**src/rtl/sync_timing_gen.sv**
```systemverilog
module sync_timing_gen #(
  parameter int LINE_NTSC_4X = 910,
  parameter int LINE_PALM_4X = 909,
  parameter int FIELD_LINES  = 262,
  parameter int VBL_LINES    = 20,
  parameter int HS_4X        = 68,
  parameter int EQ_4X        = 34,
  parameter int BLANK_4X     = 156,
  parameter int BURST_ST_4X  = 76,
  parameter int BURST_LEN_4X = 36,
  parameter int MISS_LIMIT   = 8
) (
  input  logic       clk,
  input  logic       rst_n,
  input  logic       fs4_sel,
  input  logic       palm_sel,
  input  logic       nonint,
  input  logic       int_sync,
  input  logic       bg_en,
  input  logic       bg_blue,
  input  logic       det_en,
  input  logic       ext_sync_n,
  input  logic       char_dot,
  input  logic       trim_dot,
  input  logic       trim_sel,
  output logic       hsync_n,
  output logic       vsync_n,
  output logic       csync_n,
  output logic       blank,
  output logic       burst_gate,
  output logic       field,
  output logic [3:0] level,
  output logic       ext_present,
  output logic       ext_change
);
  localparam int LMAX = (LINE_NTSC_4X > LINE_PALM_4X) ? LINE_NTSC_4X : LINE_PALM_4X;
  localparam int PW = $clog2(LMAX + 1);
  localparam int VW = $clog2(2 * FIELD_LINES + 3);
  localparam int MW = $clog2(MISS_LIMIT + 1);

  localparam logic [3:0] LV_SYNC = 4'd0, LV_PED = 4'd1, LV_BST_LO = 4'd2, LV_BST_HI = 4'd3,
                         LV_BG_LO = 4'd4, LV_BG_HI = 4'd5, LV_TRIM0 = 4'd6, LV_TRIM1 = 4'd7,
                         LV_CHAR = 4'd8, LV_PASS = 4'd9;

  logic [PW-1:0] pos, l4, line_len, half_len, sub;
  logic [PW-1:0] hs_w, eq_w, blank_w, bst_w, blen_w;
  logic [VW-1:0] vh, fh;
  logic          line_par, second, line_end, half_end;

  assign l4       = palm_sel ? PW'(LINE_PALM_4X) : PW'(LINE_NTSC_4X);
  assign line_len = fs4_sel ? l4 : (l4 >> 1) + {{(PW-1){1'b0}}, l4[0] & line_par};
  assign half_len = line_len >> 1;
  assign second   = pos >= half_len;
  assign sub      = second ? pos - half_len : pos;
  assign line_end = pos == line_len - 1'b1;
  assign half_end = line_end || (pos == half_len - 1'b1);
  assign fh       = nonint ? VW'(2 * FIELD_LINES + 2) : VW'(2 * FIELD_LINES + 1);

  assign hs_w    = fs4_sel ? PW'(HS_4X)        : PW'(HS_4X / 2);
  assign eq_w    = fs4_sel ? PW'(EQ_4X)        : PW'(EQ_4X / 2);
  assign blank_w = fs4_sel ? PW'(BLANK_4X)     : PW'(BLANK_4X / 2);
  assign bst_w   = fs4_sel ? PW'(BURST_ST_4X)  : PW'(BURST_ST_4X / 2);
  assign blen_w  = fs4_sel ? PW'(BURST_LEN_4X) : PW'(BURST_LEN_4X / 2);

  always_ff @(posedge clk or negedge rst_n) begin
    if (!rst_n) begin
      pos <= '0;
      line_par <= 1'b0;
      vh <= '0;
      field <= 1'b0;
    end else begin
      if (line_end) begin
        pos <= '0;
        line_par <= ~line_par;
      end else begin
        pos <= pos + 1'b1;
      end
      if (half_end) begin
        if (vh == fh - 1'b1) begin
          vh <= '0;
          field <= ~field;
        end else begin
          vh <= vh + 1'b1;
        end
      end
    end
  end

  logic eq_zone, ser_zone, sync_low, phase, blue;
  assign ser_zone = (vh >= VW'(6)) && (vh < VW'(12));
  assign eq_zone  = (vh < VW'(6)) || ((vh >= VW'(12)) && (vh < VW'(18)));
  assign sync_low = ser_zone ? (sub < half_len - hs_w) :
                    eq_zone  ? (sub < eq_w) : (!second && pos < hs_w);
  assign phase    = fs4_sel ? pos[1] : pos[0];
  assign blue     = palm_sel | bg_blue;

  assign hsync_n    = !(pos < hs_w);
  assign vsync_n    = !ser_zone;
  assign blank      = (vh < VW'(2 * VBL_LINES)) || (pos < blank_w);
  assign burst_gate = !eq_zone && !ser_zone && !second && (pos >= bst_w) && (pos < bst_w + blen_w);

  logic [2:0] ext_s;
  logic       ext_fall, present_d;
  logic [PW-1:0] gap;
  logic [MW-1:0] miss;
  assign ext_fall = ext_s[2] & ~ext_s[1];

  always_ff @(posedge clk or negedge rst_n) begin
    if (!rst_n) begin
      ext_s <= 3'b111;
      ext_present <= 1'b0;
      present_d <= 1'b0;
      gap <= '0;
      miss <= '0;
    end else begin
      ext_s <= {ext_s[1:0], ext_sync_n};
      present_d <= ext_present;
      if (!det_en) begin
        ext_present <= 1'b0;
        gap <= '0;
        miss <= '0;
      end else if (ext_fall) begin
        ext_present <= 1'b1;
        gap <= '0;
        miss <= '0;
      end else if (gap == line_len - 1'b1) begin
        gap <= '0;
        if (miss == MW'(MISS_LIMIT - 1)) ext_present <= 1'b0;
        else miss <= miss + 1'b1;
      end else begin
        gap <= gap + 1'b1;
      end
    end
  end

  assign ext_change = ext_present ^ present_d;
  assign csync_n = int_sync ? !sync_low : ext_s[1];

  always_comb begin
    if (!int_sync) begin
      if (blank)         level = LV_PASS;
      else if (char_dot) level = LV_CHAR;
      else if (trim_dot) level = trim_sel ? LV_TRIM1 : LV_TRIM0;
      else               level = LV_PASS;
    end else if (sync_low)   level = LV_SYNC;
    else if (burst_gate)     level = phase ? LV_BST_HI : LV_BST_LO;
    else if (blank)          level = LV_PED;
    else if (char_dot)       level = LV_CHAR;
    else if (trim_dot)       level = trim_sel ? LV_TRIM1 : LV_TRIM0;
    else if (bg_en)          level = (blue ? phase : !phase) ? LV_BG_HI : LV_BG_LO;
    else                     level = LV_PED;
  end

  p_pos_in_line_r1: assert property (@(posedge clk) disable iff (!rst_n) pos < line_len);
  p_field_wrap_r2: assert property (@(posedge clk) disable iff (!rst_n)
    (half_end && vh == fh - 1'b1) |=> (field != $past(field)));
  p_vsync_sync_r3: assert property (@(posedge clk) disable iff (!rst_n)
    (int_sync && !vsync_n && sub == '0) |-> !csync_n);
  p_burst_clear_r5: assert property (@(posedge clk) disable iff (!rst_n)
    (int_sync && burst_gate) |-> csync_n);
  p_rise_edge_r9: assert property (@(posedge clk) disable iff (!rst_n)
    $rose(ext_present) |-> $past(ext_fall && det_en));
  p_fall_cause_r9: assert property (@(posedge clk) disable iff (!rst_n)
    $fell(ext_present) |-> $past(!det_en || (gap == line_len - 1'b1)));
  p_off_when_disabled_r9: assert property (@(posedge clk) disable iff (!rst_n)
    !det_en |=> !ext_present);
endmodule

```
**config.mk**
```make
export PLATFORM = sky130hd
export DESIGN_NAME = sync_timing_gen
export DESIGN_NICKNAME = d
export VERILOG_FILES = /design/src/rtl/sync_timing_gen.sv
export SDC_FILE = /design/constraint.sdc
export NUM_CORES = 1
export LEC_CHECK = 0
export BUFFER_PORTS_ARGS = -buffer_cell sky130_fd_sc_hd__buf_2
export CAP_MARGIN = 20
export CORE_UTILIZATION = 40
export CTS_CLUSTER_SIZE = 8
export DETAILED_ROUTE_END_ITERATION = 12
export GPL_TIMING_DRIVEN = 0
export SLEW_MARGIN = 20
export SYNTH_ARGS = -nofsm -noshare
export SYNTH_HDL_FRONTEND = slang
export SYNTH_SLANG_ARGS = --single-unit
```
**constraint.sdc**
```tcl
create_clock -name clk -period 5.8 [get_ports clk]
set_input_delay 0.29 -clock clk [delete_from_list [all_inputs] [get_ports clk]]
set_output_delay 0.29 -clock clk [all_outputs]
set_load 0.005 [all_outputs]
```
======== Yosys cells after proc, flatten, opt, wreduce, memory -nomap -nowiden ========
Index checks and enable logic that the tools add are counted.
storage, ports and cells
  logic and storage cells ................. 107
  output and inout port bits .............. 12
  register bits after elaboration ......... 41
  input port bits ......................... 13
cells by class
  eq/ne operators ......................... 8
  reduce and logical (&&, ||, !) cells .... 19
  $lt $le $gt $ge ......................... 13
  mux-type cells .......................... 40
  bitwise gates (word level) .............. 7
  add/subtract/negate cells ............... 11
operator list
  operator                                                            count
  2-to-1 mux 10 bit                                                   7
  2-to-1 mux 4 bit                                                    12
  equality test 10 bit                                                4
  adder 10 x 1 -> 10 bit, second input constant                       3
  < comparator 10 x 8 -> 1 bit                                        2
  subtractor 10 x 1 -> 10 bit, second input constant                  2
  2-to-1 mux 7 bit                                                    2
  2-to-1 mux 1 bit                                                    12
  2-to-1 mux 6 bit                                                    2
  adder 9 x 1 -> 10 bit                                               1
  greater-or-equal comparator 10 x 3 -> 1 bit, second input constant  1
  greater-or-equal comparator 10 x 4 -> 1 bit, second input constant  1
  greater-or-equal comparator 10 x 7 -> 1 bit                         1
  greater-or-equal comparator 10 x 9 -> 1 bit                         1
  < comparator 10 bit                                                 1
  < comparator 10 x 3 -> 1 bit, second input constant                 1
  < comparator 10 x 4 -> 1 bit, second input constant                 1
  < comparator 10 x 5 -> 1 bit, second input constant                 1
  < comparator 10 x 6 -> 1 bit                                        1
  < comparator 10 x 6 -> 1 bit, second input constant                 1
  < comparator 10 x 7 -> 1 bit                                        1
  subtractor 10 x 9 -> 10 bit                                         1
  subtractor 9 x 1 -> 10 bit, second input constant                   1
  subtractor 9 x 7 -> 10 bit                                          1
  16 further kinds                                                    37

======== Depth between registers and ports, before layout ========
Gate-level depths: netlist (run 1).
  depth after elaboration ................. 12
  mapped depth ............................ 19
  gate-level depth less buffers ........... 17

======== Least setup slack after synthesis (run 1) ========
Ideal clock, no wire load.
  path kind ............................... input-to-output
  from .................................... in fs4_sel
  to ...................................... out level[0]
  stages on the path ...................... 17
  required time ........................... 5.510 ns
  buffers on the path ..................... 2
  arrival ................................. 3.830 ns
  path slack .............................. 1.680 ns
  cell sequence ........................... buf_2 inv_1 ha_1 nand4bb_4 o22a_1 o21ai_2 clkbuf_1 nand2_1 xnor2_1 ha_1 a21o_1 a21o_1 a211o_1 a221oi_2 a2111oi_2 o41ai_2 o22ai_1
on the way
  cells in the longest elaborated chain, start to end .. 11
  elaborated cells on any way between the ends .. 38
ends and longest elaborated chain
  what                                                                  RTL line  RTL
  from (decl)                                                           15        input logic fs4_sel,
  branches (longest 10 deep; another with subtractor 10 x 9 -> 10 bit)  --
  2-to-1 mux 4 bit *                                                    140       if (!int_sync) begin
  to (decl)                                                             32        output logic [3:0] level,
Mark *: on every way between the ends.

======== Worst setup path in the final report (run 1) ========
  from .................................... reg pos[0]
  to ...................................... out level[0]
on the way
  cells in the longest elaborated chain, start to end .. 11
  elaborated cells on any way between the ends .. 30
ends and longest elaborated chain
  what                                                                  RTL line  RTL
  from (decl)                                                           45        logic [PW-1:0] pos, l4, line_len, half_len, sub;
  from (signal assigned)                                                76        pos <= pos + 1'b1;
  branches (longest 10 deep; another with subtractor 10 x 9 -> 10 bit)  --
  2-to-1 mux 4 bit *                                                    140
Marked as above.

==> results of run 1 <==
==> worst paths after layout <==
| check | start | end | cells after the start |
|---|---|---|---|
| worst max register to register | line_par$_DFFE_PN0N_ | vh[7]$_DFFE_PN0P_ | 11 |
| worst min-delay path | ext_sync_n | ext_s[0]$_DFF_PN1_ | 1 |
| worst min register to register | ext_s[0]$_DFF_PN1_ | ext_s[1]$_DFF_PN1_ | 0 |
| worst max-delay path | pos[0]$_DFF_PN0_ | level[0] | 20 |
| max in group asynchronous | rst_n | pos[4]$_DFF_PN0_ | 1 |
| min in group asynchronous | rst_n | vh[2]$_DFFE_PN0P_ | 1 |
==> critical path, delay by kind of cell (launching register included) <==
kind	cells	cell delay, ns
simple gates	1	0.12
fa+ha+maj	3	0.73
compound gates	10	2.14
buf+inv	5	1.07
xor+xnor	1	0.26
flops	1	0.35
==> cell families (layout without fill, tap and decap cells) <==
kind of cell / count (synthesis) / in the layout
muxes: 5 / 5
buffers and inverters: 36 / 67
DFF: 41 / 41
other: 2 / 4
AOI/OAI and AO/OA: 75 / 75
and+or+nand+nor: 141 / 141
xor gates and xnor gates: 43 / 43
adders and majority gates: 29 / 29
==> layout make-up <==
cell class | count | area (um^2) | area share
multi-input cells | 297 | 2100 | 0.580
flip-flops and latches | 41 | 1030 | 0.285
well taps | 102 | 128 | 0.0353
inverters | 21 | 78.8 | 0.0218
clock buffers | 7 | 86.3 | 0.0239
clock inverters | 1 | 7.51 | 0.00208
plain buffers | 15 | 70.1 | 0.0194
repair buffers | 23 | 115 | 0.0319
==> state kept, by name (all words and copies together), names as in the netlist <==
name	count
miss	4
present_d	1
field	1
line_par	1
ext_present	1
gap	10
pos	10
ext_s	3
vh	10
==> routing by layer <==
layer | track usage | share of wire
met3 | 0.0279 | 0.047
met4 | 0.0703 | 0.020
met2 | 0.293 | 0.45
met1 | 0.265 | 0.49
met5 | 0 | 0
==> power by group through the flow <==
stage | logic [W] | clock network (W) | registers [W]
floorplan | 0.0000428 | 0 | 0.000298
global placement | 0.0000663 | 0 | 0.000298
detailed placement | 0.0000671 | 0 | 0.000298
CTS | 0.0000672 | 0.000205 | 0.000293
global route | 0.0000765 | 0.000217 | 0.000293
finish | 0.0000665 | 0.000194 | 0.000292
==> layout by cell type, fill, tap and decap left out, drive strengths merged, types with 3 or more instances in the layout <==
cell type	instances
o2111ai	4
a211oi	4
buf	29
nand2b	4
or2	3
mux2i	5
conb	4
inv	21
o21ai	17
nor3	6
nor4b	3
dfstp	3
o311ai	3
xor2	18
nand3b	3
o22ai	3
nor2	45
ha	29
clkbuf	16
or4	3
nor4	6
a31oi	4
nor2b	4
dfrtp	38
nand2	25
o31ai	3
nand4	12
a21oi	17
xnor2	25
nand3	15
a21o	3
==> per-stage QoR <==
stage                util  power, W  setup slack, ns  hold WS, ns
floorplan               -  0.000340             1.68     -0.00559
global placement    0.450  0.000364            0.631        0.346
detailed placement  0.450  0.000365            0.622        0.347
CTS                 0.463  0.000565            0.527       0.0797
global route        0.463  0.000586            0.145       0.0660
finish              0.463  0.000553            0.529       0.0879
==> impl_metrics.yaml, run 1 <==
run_status:
  run_status: "completed"
pwr:
  swShare: 0.253
  pwr-share-clk: 0.350
  switching_power_w: 0.000140
  ir_drop_mv: 0.117
  intPower_w: 0.000413
  powerDensity_nw_per_um2: 153
  pwr-share-comb: 0.120
  power.share.sequential: 0.529
  p_leak_nw: 1.55
critical_path:
  path_class: "register to output pin"
  startpoint_type: "register"
  r2r_setup_slack_ns: 2.98
  end_kind: "output pin"
  cpMostUsedCell: "ha_1"
  path_cells: "clkbuf_1 -> inv_1 -> ha_1 -> inv_1 -> ha_1 -> a21oi_1 -> o22a_1 -> o21ai_2 -> clkbuf_1 -> nand2_1 -> xnor2_1 -> ha_1 -> a21o_1 -> a21o_1 -> a211o_1 -> a221oi_2 -> a2111oi_2 -> o41ai_2 -> o22ai_1 -> buf_2"
  cp_data_arrival_time_ns: 4.98
  crit_path_max_incr_delay_ns: 0.53
  critical_path_required_ns: 5.51
  cp_slowest_cell: "o41ai_2"
  critical_path.max_fanout: 10
sta:
  rsz0062_at_grt: "no"
  finalMaxSlewViolations: 0
  min_period_over_period: 0.909
  finalSetupViolCount: 0
  fmax_mhz: 190
  fin_skew_ns: 0.00594
  tns_ns: 0
  hold_viol: 0
  worst_pin_slew_ns: 0.925
  relSlewSlack: 0.383
  min_period_ns: 5.27
global_route:
  grt_pass1_wl_mm: 12.8
  grt_pass1_vias: 2651
  grtUsageTotal: 0.189
  gr-total-overflow: 0
  grt_max_degree: 42
  antenna_found_initial: 0
final_layout:
  drive_gt1_frac: 0.119
  final_cell_count_no_fill: 507
  antenna_cells: 0
  nFillCells: 765
  fin_nets: 446
  area_delta_synth_final_pct: 10.5
  final_area_um2: 3610
die:
  core-area_um2: 7810
  die_area_um2: 8530
  placement_rows: 32
  die_height_um: 92.4
  start_util: 0.418
  io_pins: 25
  fp.dieW_um: 92.4
place:
  numPortBuffers: 23
  placed_cells: 499
  place_area_um2: 3520
  place.gp.congestion: 0.909
  place_hpwl_mm: 5.70
clock_network:
  htreeDepth: 2
  cts_root_buffer: "clkbuf_8"
  post_cts_buffers: 0
  cts_buffers: 5
  cts_resized: 0
  hold_buffers: 0
  clock_latency_ns: 0.29
  cts_tree: "yes"
  cts_num_sinks: 41
  clk_pin_slew_ns: 0.08
  max-clock-path-buffers: 2
logic_synthesis:
  ys_warn_count: 0
  synth_compound_area_frac: 0.160
  muxShareOfSynthArea: 0.0153
  synthXorXnorAreaFrac: 0.115
  netlist_top_cells_count: "45 x nor2_1, 38 x dfrtp_1, 29 x ha_1, 25 x nand2_1, 25 x xnor2_1"
  async_reset_ff_frac: 1.00
  synth.distinct_cells: 61
  synth_flop_cell: "dfrtp_1"
  ys_seq_area_frac: 0.315
  synth_area_um2: 3270
  synth_top_area_cell: "dfrtp_1"
  synthTopCellsByArea: "dfrtp_1 29%, ha_1 11%, xnor2_1 6.7%, nor2_1 5.2%, xor2_1 4.8%"
  synth_area_per_cell_um2: 8.78
  synth_top_family_by_area: "simple AND/OR/NAND/NOR gates"
  synth_most_common_cell: "nor2_1"
  synthAdderAreaFrac: 0.111
  synth_edf_count: 0
  netlist.area_leader.share: 0.291
  synth-simple-area-share: 0.235
  synth_seq_cells: 41
  syn_inst: 372
job:
  cap_violations: 0
routing:
  first_iter_violations: 163
  via_count: 2779
  route.detailed.wl_per_inst_um: 14.5
  routed_via_density: 5.48
  ant_nets: 0
  first_pass_iters: 4
  postRouteWirelength_mm: 7.34
  drc: 0
hold_path:
  hold_class: "input pin to register"
Note: power is estimated with default switching activity, not from simulation.
==> run 2, diff against run 1 <==
--- a/config.mk
+++ b/config.mk
@@ -7,10 +7,10 @@
 export LEC_CHECK = 0
 export BUFFER_PORTS_ARGS = -buffer_cell sky130_fd_sc_hd__buf_2
 export CAP_MARGIN = 20
+export CORE_MARGIN = 8
 export CORE_UTILIZATION = 40
 export CTS_CLUSTER_SIZE = 8
 export DETAILED_ROUTE_END_ITERATION = 12
-export GPL_TIMING_DRIVEN = 0
 export SLEW_MARGIN = 20
 export SYNTH_ARGS = -nofsm -noshare
 export SYNTH_HDL_FRONTEND = slang
==> run 2 against run 1 <==
Via count shrank 2.0%. Non-clock buffer count shrank 13. Sequential share of layout area grew 0.32 points. Largest power group unchanged. Clock skew is essentially flat. Cell count shrank 2.0%. Critical endpoint is now csync_n. Die area grew 33%. Register-to-register slack gained 0.08 ns. First-iteration DRC count shrank 33%. Count of clock-buffer cells in the layout shrank 1. Highest routed layer unchanged. Design area shrank 1.1%. Sequential power is essentially flat. Power grew 6.2%.
==> impl_metrics.yaml, run 2 (synthesized netlist as in run 1, its figures left out) <==
global_route:
  grt_pass1_wl_mm: 13.0
  antenna_found_initial: 0
  gr-total-overflow: 0
  grtUsageTotal: 0.140
  grt_pass1_vias: 2697
  grt_max_degree: 42
critical_path:
  cp_top_family: "compound AO/OA/AOI/OAI gates"
  crit_path_max_incr_delay_ns: 0.58
  cp_slowest_cell: "dfrtp_1"
  critical_path_required_ns: 5.51
  critical_path.max_fanout: 14
  end_kind: "output pin"
  critical_path_buf_inv_count: 3
  r2r_cells: 12
  path_cells: "inv_1 -> ha_1 -> inv_1 -> ha_1 -> a21oi_1 -> o22a_1 -> o21ai_2 -> nand2_1 -> xnor2_1 -> ha_1 -> a21o_1 -> a21o_1 -> a211o_1 -> a221oi_2 -> a2111oi_2 -> o41ai_2 -> mux2i_1 -> buf_2"
  startpoint_type: "register"
  cpMostUsedCell: "ha_1"
  path_class: "register to output pin"
  cp_data_arrival_time_ns: 4.48
  path_depth: 18
final_layout:
  final_cell_count_no_fill: 497
  layout_common_cells: "45 x nor2_1, 38 x dfrtp_1, 29 x ha_1, 25 x nand2_1, 25 x xnor2_1"
  multiInputGateArea_um2: 2100
  final_area_um2: 3570
  drive_gt1_frac: 0.112
  reg_top3: "gap (10), pos (10), vh (10)"
  fin_nets: 433
  layout_commonest_cell: "nor2_1"
  final_util: 0.444
  nFillCells: 808
  antenna_cells: 0
  area_delta_synth_final_pct: 9.31
  ff_latch_area_um2: 1030
sta:
  tns_ns: 0
  finalSetupViolCount: 0
  worst_pin_slew_ns: 0.902
  hold_viol: 0
  fin_skew_ns: 0.00568
  min_period_ns: 4.77
  whs_ns: 0.0890
  min_period_over_period: 0.822
  relSlewSlack: 0.399
  rsz0062_at_grt: "no"
  finalMaxSlewViolations: 0
  fmax_mhz: 210
die:
  fp.dieW_um: 106
  placement_rows: 33
  io_pins: 25
  die_height_um: 106
  start_util: 0.406
  die_area_um2: 11300
  core-area_um2: 8050
routing:
  first_iter_violations: 110
  via_count: 2724
  drc: 0
  routed_via_density: 5.48
  postRouteWirelength_mm: 7.63
  ant_nets: 0
  first_pass_iters: 5
  route.detailed.wl_per_inst_um: 15.3
clock_network:
  clock_latency_ns: 0.30
  hold_buffers: 0
  cts_tree: "yes"
  cts_root_buffer: "clkbuf_8"
  cts_num_sinks: 41
  clk_pin_slew_ns: 0.08
  cts_resized: 0
  post_cts_buffers: 0
  htreeDepth: 2
  max-clock-path-buffers: 2
  cts_buffers: 5
place:
  place_area_um2: 3460
  numPortBuffers: 24
  place_hpwl_mm: 5.81
  place.gp.congestion: 0.901
  placed_cells: 489
pwr:
  ir_drop_mv: 0.0799
  powerDensity_nw_per_um2: 164
  p_leak_nw: 1.53
job:
  cap_violations: 0
run_status:
  run_status: "completed"
hold_path:
  hold_path_depth: 1
  hold_class: "input pin to register"
run 2: final cells by class:
type	count	area share
Timing Repair Buffer	25	0.0357
Sequential cell	41	0.288
Multi-Input combinational cell	297	0.587
Tap cell	105	0.0368
Clock buffer	6	0.0203
Inverter	21	0.0221
Clock inverter	2	0.00981
run 2: per-stage QoR:
stage          total power, W  setup WS, ns
6_report             0.000587          1.03
3_5_place_dp         0.000365          1.09
2_1_floorplan        0.000340          1.68
4_1_cts              0.000596          1.02
3_3_place_gp         0.000365          1.19
5_1_grt              0.000614         0.722
run 2: worst reg2reg max path, stage by stage, from the launching register on:
cell and delay (ns):
dfrtp_1 0.38, nor2_1 0.06, mux2i_1 0.30, inv_1 0.08, ha_1 0.34, xor2_1 0.17
nand3_1 0.09, nor3_1 0.17, buf_4 0.21, nor2_1 0.17, nor3b_1 0.37, nand3_1 0.15
xnor2_1 0.14
run 2: path summary, 6_finish.rpt:
| check | slack [ns] | end | from |
|---|---|---|---|
| worst max-delay path | 1.03 | csync_n | pos[0]$_DFF_PN0_ |
| worst max register to register | 3.06 | vh[7]$_DFFE_PN0P_ | line_par$_DFFE_PN0N_ |
| max in group asynchronous | 5.11 | present_d$_DFF_PN0_ | rst_n |
| worst min-delay path | 0.09 | ext_s[0]$_DFF_PN1_ | ext_sync_n |
| worst min register to register | 0.36 | ext_s[1]$_DFF_PN1_ | ext_s[0]$_DFF_PN1_ |
| min in group asynchronous | 0.12 | vh[6]$_DFFE_PN0P_ | rst_n |
run 2: routing by layer:
metal / GRT usage / up-vias / wire, um
li1: - / 1373 / -
met1: 0.176 / 1256 / 3570
met2: 0.223 / 78 / 3400
met4: 0.0683 / 0 / 217
met3: 0.0309 / 17 / 441
met5: 0 / - / 0
run 2: power by group:
part / total (W) / switching, W / internal [W]
logic: 0.0000668 / 0.0000406 / 0.0000262
clock network: 0.000228 / 0.0000999 / 0.000128
registers: 0.000292 / 0.00000281 / 0.000290
total: 0.000587 / 0.000143 / 0.000444
==> run 3, diff against run 2 <==
==> constraint.sdc (replaced) <==
create_clock -name clk -period 4.8 [get_ports clk]
set_input_delay 0.24 -clock clk [delete_from_list [all_inputs] [get_ports clk]]
set_output_delay 0.24 -clock clk [all_outputs]
set_load 0.005 [all_outputs]
==> run 3 against run 2 <==
Hold slack got worse by 0.050 ns. Via count is 2.2% higher. Cell count rose by 1.2%. Power rose by 21%. Non-clock buffer count increased by 6. Combinational power is 26% higher. Clock skew grew 0.0037 ns. Setup slack got worse by 0.66 ns. Routed wire length up 3.5%. Global-route usage grew 0.52 points. First-iteration DRC count grew 11%. Design area increased by 1.5%. Largest power group unchanged. Highest routed layer unchanged.
==> impl_metrics.yaml, run 3 (synthesized netlist as in run 1, its figures left out) <==
clock_network:
  clk_pin_slew_ns: 0.08
  cts_buffers: 5
  cts_num_sinks: 41
  cts_tree: "yes"
  htreeDepth: 2
  cts_root_buffer: "clkbuf_8"
  clock_latency_ns: 0.30
  max-clock-path-buffers: 2
sta:
  finalMaxSlewViolations: 0
  rsz0062_at_grt: "no"
  tns_ns: 0
  fin_skew_ns: 0.00939
  hold_viol: 0
  min_period_ns: 4.42
  fmax_mhz: 226
  worst_pin_slew_ns: 0.925
  finalSetupViolCount: 0
  whs_ns: 0.0390
  min_period_over_period: 0.922
  relSlewSlack: 0.383
hold_path:
  min_to: "ext_s[0]$_DFF_PN1_"
  min-delay-start: "ext_sync_n"
  hold_class: "input pin to register"
  hold_path_depth: 1
final_layout:
  layout_commonest_cell: "nor2_1"
  fin_nets: 439
  reg_top3: "gap (10), pos (10), vh (10)"
  antenna_cells: 0
  nFillCells: 805
  drive_gt1_frac: 0.126
  layout_common_cells: "45 x nor2_1, 38 x dfrtp_1, 29 x ha_1, 25 x nand2_1, 25 x xnor2_1"
  area_delta_synth_final_pct: 10.9
critical_path:
  r2r_start: "pos[6]$_DFF_PN0_"
  r2r_cells: 9
  end_kind: "output pin"
  critical_path.max_fanout: 14
  path_class: "register to output pin"
  cp_slowest_cell: "dfrtp_1"
  cp_data_arrival_time_ns: 4.18
  r2r_setup_slack_ns: 1.85
  r2r-end: "vh[7]$_DFFE_PN0P_"
  critical_path_required_ns: 4.56
  crit_path_max_incr_delay_ns: 0.49
  startpoint_type: "register"
  path_cells: "ha_1 -> nor2_1 -> o22a_1 -> o21ai_4 -> nand2_1 -> xnor2_1 -> ha_1 -> a21o_1 -> a21o_1 -> a211o_1 -> a221oi_2 -> a2111oi_2 -> o41ai_2 -> buf_4 -> o22ai_1 -> buf_2"
die:
  start_util: 0.406
  die_area_um2: 11300
  core-area_um2: 8050
  die_height_um: 106
  placement_rows: 33
  io_pins: 25
  fp.dieW_um: 106
pwr:
  power.share.sequential: 0.496
  pwr-share-clk: 0.386
  swShare: 0.245
  switching_power_w: 0.000174
  pwr-share-comb: 0.118
  intPower_w: 0.000538
  p_leak_nw: 1.56
  ir_drop_mv: 0.172
  powerDensity_nw_per_um2: 196
routing:
  ant_nets: 0
  drc: 0
  first_iter_violations: 122
  postRouteWirelength_mm: 7.89
  via_count: 2785
  first_pass_iters: 4
  route.detailed.wl_per_inst_um: 15.7
  routed_via_density: 5.54
global_route:
  grtUsageTotal: 0.145
  gr-total-overflow: 0
  grt_pass1_wl_mm: 13.4
  grt_pass1_vias: 2629
  busiest_layer: "met2"
  antenna_found_initial: 0
  use_met3: 0.0302
  use_met1: 0.199
  gr-usage-met2: 0.216
  grt_max_degree: 42
place:
  numPortBuffers: 24
  place_hpwl_mm: 6.06
  place.gp.congestion: 0.950
run_status:
  run_status: "completed"
job:
  cap_violations: 0
## run 3: cell count changes in the layout (fill, tap and decap cells not counted)
cell     previous run  this run
o21ai_4             0         1
buf_4               1         7
o21ai_2             1         0
## run 3: worst max path at each step
stage,endpoint,start,cells past startpoint
floorplan,level[0],fs4_sel,17
global placement,level[0],fs4_sel,17
detailed placement,level[0],fs4_sel,17
CTS,level[0],pos[5]$_DFF_PN0_,15
global route,level[0],pos[5]$_DFF_PN0_,16
finish,level[0],pos[5]$_DFF_PN0_,16
## run 3: stage by stage
step | cells | utilization | setup WS [ns] | area (um^2) | total power (W)
2_1_floorplan | 374 | - | 0.780 | 3270 | 0.000411
3_3_place_gp | 494 | 0.435 | 0.395 | 3500 | 0.000443
3_5_place_dp | 494 | 0.435 | 0.227 | 3500 | 0.000444
4_1_cts | 502 | 0.448 | 0.0888 | 3610 | 0.000725
5_1_grt | 503 | 0.450 | 0.103 | 3620 | 0.000752
6_report | 503 | 0.450 | 0.376 | 3620 | 0.000712
## run 3: metal layers
layer  up-vias  share of wire
li1       1385              -
met1      1315           0.47
met2        68           0.44
met3        17          0.055
met4         0          0.027
met5         -              0
## run 3: repair_timing
action                                  in CTS  in global routing
endpoints found under the setup margin       0                  4
hold buffers                                 0                  0
gates resized for setup                      0                  1
setup buffers                                0                  1
## run 3: power groups by stage
stage / Combinational [W] / Sequential (W) / Clock (W)
after floorplan: 0.0000517 / 0.000360 / 0
after global placement: 0.0000826 / 0.000360 / 0
after detailed placement: 0.0000834 / 0.000360 / 0
after CTS: 0.0000837 / 0.000353 / 0.000288
after global routing: 0.0000954 / 0.000354 / 0.000303
final: 0.0000840 / 0.000353 / 0.000274
## run 3: final cells by class
class                   count  area (um^2)  share of cell area
clock inverters             2         35.0             0.00967
flip-flops and latches     41         1030               0.284
well taps                 105          131              0.0363
inverters                  21         78.8              0.0218
clock buffers               6         72.6              0.0200
repair buffers             31          173              0.0477
multi-input cells         297         2100               0.580
## run 3: critical path: cells and delay by family, from the launching register on
kind | cells | cell delay, ns
and+or+nand+nor | 2 | 0.26
xor gates and xnor gates | 1 | 0.24
adders and majority gates | 2 | 0.78
DFF | 1 | 0.49
buffers and inverters | 2 | 0.31
AOI/OAI and AO/OA | 9 | 1.79
